File: src/rtl/nalu_pkg.sv
package nalu_pkg;

    localparam int DATA_W  = 4;
    localparam int INSTR_W = 16;
    localparam int OPC_W   = 6;
    localparam int ROW_W   = 2;
    localparam int COL_W   = 4;
    localparam int FLD_W   = 4;

    typedef enum logic [1:0] {
        CL_NONE  = 2'd0,
        CL_ARITH = 2'd1,
        CL_CMP   = 2'd2
    } op_class_e;

    typedef enum logic [1:0] {
        CMP_EQ = 2'd0,
        CMP_NE = 2'd1,
        CMP_GE = 2'd2
    } cmp_kind_e;

    typedef struct packed {
        op_class_e cls;
        logic      src_imm;   // operands are memory and immediate
        logic      sub;       // subtract instead of add
        logic      use_cin;   // consume flag as carry/borrow in
        logic      skip_flag; // skip on carry/borrow out
        logic      dest_reg;
        logic      dest_mem;
        cmp_kind_e cmp;
    } nalu_ctrl_t;

endpackage

File: src/rtl/nalu_decode.sv
module nalu_decode
    import nalu_pkg::*;
(
    input  logic [OPC_W-1:0] opcode,
    output nalu_ctrl_t       ctrl
);

    always_comb begin
        ctrl = '{cls: CL_NONE, src_imm: 1'b0, sub: 1'b0, use_cin: 1'b0,
                 skip_flag: 1'b0, dest_reg: 1'b0, dest_mem: 1'b0, cmp: CMP_EQ};
        if (opcode[5:4] == 2'b01) begin
            ctrl.cls       = CL_ARITH;
            ctrl.sub       = opcode[3];
            ctrl.src_imm   = opcode[2];
            ctrl.use_cin   = opcode[1];
            ctrl.skip_flag = opcode[0];
            ctrl.dest_reg  = ~opcode[2];
            ctrl.dest_mem  = opcode[2];
        end else begin
            unique case (opcode)
                6'b000100: begin ctrl.cls = CL_CMP; ctrl.sub = 1'b1; ctrl.cmp = CMP_EQ; end
                6'b000101: begin ctrl.cls = CL_CMP; ctrl.sub = 1'b1; ctrl.src_imm = 1'b1; ctrl.cmp = CMP_EQ; end
                6'b000001: begin ctrl.cls = CL_CMP; ctrl.sub = 1'b1; ctrl.src_imm = 1'b1; ctrl.cmp = CMP_NE; end
                6'b000110: begin ctrl.cls = CL_CMP; ctrl.sub = 1'b1; ctrl.cmp = CMP_GE; end
                6'b000111: begin ctrl.cls = CL_CMP; ctrl.sub = 1'b1; ctrl.src_imm = 1'b1; ctrl.cmp = CMP_GE; end
                default:   ctrl.cls = CL_NONE;
            endcase
        end
    end

endmodule

File: src/rtl/nalu_adder.sv
module nalu_adder #(
    parameter int W = 4
) (
    input  logic [W-1:0] a,
    input  logic [W-1:0] b,
    input  logic         sub,
    input  logic         flag_in,   // carry-in for add, borrow-in for subtract
    output logic [W-1:0] sum,
    output logic         flag_out,  // carry-out for add, borrow-out for subtract
    output logic         zero
);

    logic [W-1:0] b_eff;
    logic [W:0]   c;

    assign b_eff = sub ? ~b : b;
    assign c[0]  = sub ? ~flag_in : flag_in;

    for (genvar gi = 0; gi < W; gi++) begin : g_bit
        assign sum[gi]  = a[gi] ^ b_eff[gi] ^ c[gi];
        assign c[gi+1]  = (a[gi] & b_eff[gi]) | (c[gi] & (a[gi] ^ b_eff[gi]));
    end

    assign flag_out = sub ? ~c[W] : c[W];
    assign zero     = (sum == '0);

endmodule

File: src/rtl/nalu_skip.sv
module nalu_skip
    import nalu_pkg::*;
(
    input  nalu_ctrl_t ctrl,
    input  logic       flag,
    input  logic       zero,
    output logic       skip
);

    always_comb begin
        skip = 1'b0;
        unique case (ctrl.cls)
            CL_ARITH: skip = ctrl.skip_flag & flag;
            CL_CMP: begin
                unique case (ctrl.cmp)
                    CMP_EQ:  skip = zero;
                    CMP_NE:  skip = ~zero;
                    CMP_GE:  skip = ~flag;
                    default: skip = 1'b0;
                endcase
            end
            default: skip = 1'b0;
        endcase
    end

endmodule

File: src/rtl/nalu_core.sv
module nalu_core
    import nalu_pkg::*;
(
    input  logic               clk,
    input  logic               rst_n,
    input  logic               issue,
    input  logic [INSTR_W-1:0] instr,
    input  logic [DATA_W-1:0]  reg_nib,
    input  logic [DATA_W-1:0]  mem_nib,
    input  logic               carry_in,
    output logic               done,
    output logic [DATA_W-1:0]  result,
    output logic               reg_we,
    output logic               mem_we,
    output logic               carry_we,
    output logic               carry_out,
    output logic               skip,
    output logic [ROW_W-1:0]   dst_row,
    output logic [COL_W-1:0]   dst_col,
    output logic [FLD_W-1:0]   dst_reg
);

    localparam int OPC_LSB = INSTR_W - OPC_W;
    localparam int ROW_LSB = OPC_LSB - ROW_W;
    localparam int COL_LSB = ROW_LSB - COL_W;

    typedef enum logic {
        ST_IDLE   = 1'b0,
        ST_RETIRE = 1'b1
    } state_e;

    state_e state_q, state_d;

    nalu_ctrl_t        ctrl;
    logic [DATA_W-1:0] imm, op_a, op_b, sum;
    logic              flag_in, flag_out, zero, skip_c;

    nalu_decode u_dec (
        .opcode (instr[INSTR_W-1:OPC_LSB]),
        .ctrl   (ctrl)
    );

    assign imm     = instr[FLD_W-1:0];
    assign op_a    = ctrl.src_imm ? mem_nib : reg_nib;
    assign op_b    = ctrl.src_imm ? imm : mem_nib;
    assign flag_in = ctrl.use_cin & carry_in;

    nalu_adder #(.W(DATA_W)) u_add (
        .a        (op_a),
        .b        (op_b),
        .sub      (ctrl.sub),
        .flag_in  (flag_in),
        .sum      (sum),
        .flag_out (flag_out),
        .zero     (zero)
    );

    nalu_skip u_skip (
        .ctrl (ctrl),
        .flag (flag_out),
        .zero (zero),
        .skip (skip_c)
    );

    // state register
    always_ff @(posedge clk or negedge rst_n) begin
        if (!rst_n) state_q <= ST_IDLE;
        else        state_q <= state_d;
    end

    always_comb begin
        state_d = state_q;
        unique case (state_q)
            ST_IDLE:   state_d = issue ? ST_RETIRE : ST_IDLE;   // T_ISSUE
            ST_RETIRE: state_d = issue ? ST_RETIRE : ST_IDLE;   // T_CHAIN / T_DRAIN
            default:   state_d = ST_IDLE;
        endcase
    end

    // output registers
    always_ff @(posedge clk or negedge rst_n) begin
        if (!rst_n) begin
            result    <= '0;
            reg_we    <= 1'b0;
            mem_we    <= 1'b0;
            carry_we  <= 1'b0;
            carry_out <= 1'b0;
            skip      <= 1'b0;
            dst_row   <= '0;
            dst_col   <= '0;
            dst_reg   <= '0;
        end else if (issue) begin
            result    <= sum;
            reg_we    <= (ctrl.cls == CL_ARITH) & ctrl.dest_reg;
            mem_we    <= (ctrl.cls == CL_ARITH) & ctrl.dest_mem;
            carry_we  <= (ctrl.cls == CL_ARITH);
            carry_out <= flag_out;
            skip      <= skip_c;
            dst_row   <= instr[OPC_LSB-1:ROW_LSB];
            dst_col   <= instr[ROW_LSB-1:COL_LSB];
            dst_reg   <= instr[FLD_W-1:0];
        end else begin
            reg_we    <= 1'b0;
            mem_we    <= 1'b0;
            carry_we  <= 1'b0;
            skip      <= 1'b0;
        end
    end

    assign done = (state_q == ST_RETIRE);

    AST_ONE_DEST: assert property (@(posedge clk) disable iff (!rst_n)
        !(reg_we && mem_we));
    AST_ISSUE_RETIRES: assert property (@(posedge clk) disable iff (!rst_n)
        issue |=> done);
    AST_QUIET_IDLE: assert property (@(posedge clk) disable iff (!rst_n)
        !done |-> !(reg_we || mem_we || carry_we || skip));
    AST_FLAG_WITH_WRITE: assert property (@(posedge clk) disable iff (!rst_n)
        carry_we |-> (reg_we || mem_we));
    AST_WRITE_WITH_FLAG: assert property (@(posedge clk) disable iff (!rst_n)
        (reg_we || mem_we) |-> carry_we);
    AST_CMP_ZERO_EQ: assert property (@(posedge clk) disable iff (!rst_n)
        (ctrl.cls == CL_CMP && ctrl.cmp == CMP_EQ) |-> (skip_c == (op_a == op_b)));

endmodule

File: config.mk
export PLATFORM = sky130hd
export DESIGN_NAME = nalu_core
export DESIGN_NICKNAME = d
export VERILOG_FILES = /design/src/rtl/nalu_pkg.sv /design/src/rtl/nalu_decode.sv /design/src/rtl/nalu_adder.sv /design/src/rtl/nalu_skip.sv /design/src/rtl/nalu_core.sv
export SDC_FILE = /design/constraint.sdc
export NUM_CORES = 1
export LEC_CHECK = 0
export ABC_AREA = 1
export BUFFER_PORTS_ARGS = -buffer_cell sky130_fd_sc_hd__buf_2
export CAP_MARGIN = 25
export CELL_PAD_IN_SITES_DETAIL_PLACEMENT = 0
export CELL_PAD_IN_SITES_GLOBAL_PLACEMENT = 1
export CORE_AREA = 2 2 60 62
export CTS_BUF_LIST = sky130_fd_sc_hd__clkbuf_8
export DETAILED_ROUTE_END_ITERATION = 16
export DIE_AREA = 0 0 62 64
export HOLD_SLACK_MARGIN = 0.03
export PLACE_DENSITY_LB_ADDON = 0.05
export SYNTH_ARGS = -nofsm -noshare
export SYNTH_HDL_FRONTEND = slang
export SYNTH_SLANG_ARGS = --single-unit
File: constraint.sdc
create_clock -name clk -period 1.33 [get_ports clk]
set_input_delay 0.0665 -clock clk [delete_from_list [all_inputs] [get_ports clk]]
set_output_delay 0.0665 -clock clk [all_outputs]
set_load 0.03 [all_outputs]
==> flow_summary.toml <==
[place]
place.port_buffers = 47
gpl.final_weighted_congestion = 0.810
placed_area_um2 = 1690
place_worst_setup_slack_ps = -1750
dp_hpwl_mm = 2.11

[setup_path]
worst-path-max-fanout = 6
worst_setup_path_end_kind = "flip-flop"
worst-r2r-cell-count = 2
critical_path.reg2reg.endpoint = "result[0]$_DFFE_PN0P_"
critical_path_arrival_ps = 2940
crit_type = "in -> reg"
worst_setup_path_endpoint = "skip$_DFF_PN0_"
worst_r2r_startpoint = "result[0]$_DFFE_PN0P_"
data_required_time_at_the_worst_endpoint_ps = 1510
setup.reg_to_reg.worst_slack_ps = 700
timing.critical_path.from = "instr[10]"
cp-start-kind = "primary input"

[sta]
totalNegativeSetupSlack_ps = -5020
finClkSkew_ps = 0
worst_slew_margin_rel_pct = 71.3
final-hold-violation-count = 0
timing.final.crit_share_pct = 207
max_slew.worst_pin.slew_ps = 430
timing.hold.ws_ps = 33.5
max_clock_freq_ghz = 0.362
pnr_worst_setup_slack_ps = -1430
setup_viol_count_final = 6
timing.final.crit_period_ps = 2760
rsz0062_at_grt = "true"
finalMaxSlewViolations = 0

[synth]
post_synth_instance_area_um2 = 1210
synth_flop_cell = "dfrtp_1"
yosys_warnings = 0
synth_adder_area_share_pct = 6.62
post_synth_inst_count = 150
synthDominantCellAreaShare_pct = 41.4
synthMostInstantiatedCell = "nand2_1"
postSynthRegisterBits = 20
synth_compound_gate_area_share_pct = 10.0
synth_fp_nets = 182
yosys-mux-area-fraction_pct = 0
synthXorXnorAreaFrac_pct = 0.724
synth_top_cells_by_count = "nand2_1 (57), dfrtp_1 (20), inv_1 (16), nor2_1 (8), nand3_1 (7)"
synth-seq-area-share_pct = 41.4
netlist.top_cell.by_area = "dfrtp_1"
asyncSetResetFlopFracSynth_pct = 100
yosys-top-cells-area = "dfrtp_1 (41%), nand2_1 (18%), fa_1 (6.6%)"
synth_simple_gate_area_share_pct = 33.2
yosys.cell_types.count = 22
syn_avg_cell_area_um2 = 8.07
synth_enable_flop_cells = 0
synth_top_family_by_area = "simple AND/OR/NAND/NOR gates"

[detailed_routing]
first_pass_iters = 4
route.detailed.wl_per_inst_um = 10.1
vias_per_cell = 4.40
drtAntennaViolNets = 0
remaining_drc_errors = 0
detailroute.via_count = 1218
drt-initial-drc-count = 41
wirelength_mm = 2.79

[global_routing]
globalRouteOverflowTotal = 0
first_global_vias = 1232
grt_use_total_pct = 15.6
number_of_antenna_violations_at_the_first_check_in_global_routing = 0
grt_max_degree = 21
gr-usage-met2_pct = 28.0
grt_first_pass_wirelength_mm = 4.82
gr-usage-met3_pct = 1.21
grt_util_met1_pct = 18.9
top_usage_layer = "met2"

[cells_and_area]
postLayoutCoreUtil_pct = 58.1
layout.filler_cells = 316
antenna_cells_inserted = 0
fraction_of_layout_instances_using_a_drive_strength_above_1_pct = 50.6
area_delta_synth_final_pct = 57.8
finalNetCount = 265
seq_area_um2 = 500
post_layout_instance_area_um2 = 1910
multi_input_area_um2 = 673

[power]
power.ir.vdd_worst_uv = 487
power_per_cell_area_nw_per_um2 = 991
static-leakage-power_nw = 1.04

[status]
violations = "negative setup slack"
run_status = "finished, violations left"

[die]
core_um2 = 3280
die_width_um = 62
core.rowCount = 21
dieArea_um2 = 3970
die_height_um = 64
starting_density_of_the_core_pct = 36.8
ioPinCount = 48

[clocking]
cts_num_sinks = 20
cts_htree_levels = 1
root_buffer = "clkbuf_8"
tritoncts_buffers = 3
clockBufferDepth = 2
clk-insertion-delay-late_ps = 240
clk_pin_slew_ps = 60
cts_tree = "yes"

[hold_path]
holdCritPathClass = "in -> reg"

[flow_run]
max_cap_violations = 0
[logic make-up after synthesis]
kind of cell / Yosys count
AND/OR/NAND/NOR: 86
buffers and inverters: 22
flip-flops: 20
AO/OA/AOI/OAI: 17
adder cells (fa/ha/maj): 4
XOR/XNOR: 1
[through the flow]
stage               power [mW]  cells
finish                    1.89    277
global route              2.04    277
CTS                       1.90    275
detailed placement        1.46    261
global placement          1.45    261
floorplan                 1.19    150
[worst min path at each step]
stage,startpoint,endpoint,slack [ps],cells past startpoint
finish,instr[8],dst_row[0]$_DFFE_PN0P_,30,3
global route,instr[8],dst_row[0]$_DFFE_PN0P_,70,3
CTS,instr[5],dst_col[1]$_DFFE_PN0P_,30,3
detailed placement,rst_n,dst_row[1]$_DFFE_PN0P_,30,1
global placement,rst_n,dst_row[1]$_DFFE_PN0P_,30,1
floorplan,rst_n,carry_out$_DFFE_PN0P_,-230,0
[metal layers]
metal | share of wire [%] | wire, um | vias to the layer above
met2 | 51 | 1410 | 37
li1 | - | - | 626
met4 | 0 | 0 | 0
met5 | 0 | 0 | -
met1 | 45 | 1240 | 555
met3 | 4.7 | 131 | 0
[cell usage in the layout, fill, tap and decap left out, types with 2 or more instances in the layout]
cell type / n
nand2_2: 4
clkbuf_8: 3
inv_1: 10
o21ai_0: 2
nand2_4: 4
nand3_1: 5
fa_2: 4
buf_4: 28
dlygate4sd3_1: 6
a21oi_1: 2
o211ai_1: 4
nor2_1: 6
buf_2: 44
inv_2: 5
nand3_2: 4
dfrtp_1: 20
nor2_4: 4
buf_8: 2
nand2_1: 56
o21ai_2: 6
buf_6: 3
[power by group]
group | internal (mW) | total, mW | switching, mW
clock | 0.201 | 0.368 | 0.168
combinational | 0.335 | 0.804 | 0.469
sequential | 0.684 | 0.721 | 0.0364
total | 1.22 | 1.89 | 0.673
[area by class of cell]
type | count | area share [%]
repair buffers | 83 | 29.0
multi-input cells | 108 | 35.3
well taps | 46 | 3.01
clock buffers | 3 | 2.16
flip-flops and latches | 20 | 26.2
inverters | 17 | 4.33
[critical path, stage by stage]
cell	delay [ps]
buf_6	120
inv_16	50
nor2_4	20
nand3_2	80
nand2_2	70
a21oi_4	260
nand2_4	70
o211ai_1	90
nand2_1	90
fa_2	340
inv_2	60
fa_2	180
inv_2	40
fa_2	350
fa_2	450
nor2_1	100
nand3_1	90
nand3_1	80
nand2_1	50
nor2_1	90
nand2_1	80
a21oi_2	100
[repair_timing]
action | CTS | global route
hold buffers | 5 | 1
setup buffers | 7 | 1
pin swaps | 11 | 2
setup endpoints to repair | 6 | 6
endpoints found under the hold margin | 24 | 1
resized for setup | 17 | 3
No activity file was read; power rests on OpenSTA's default activity.
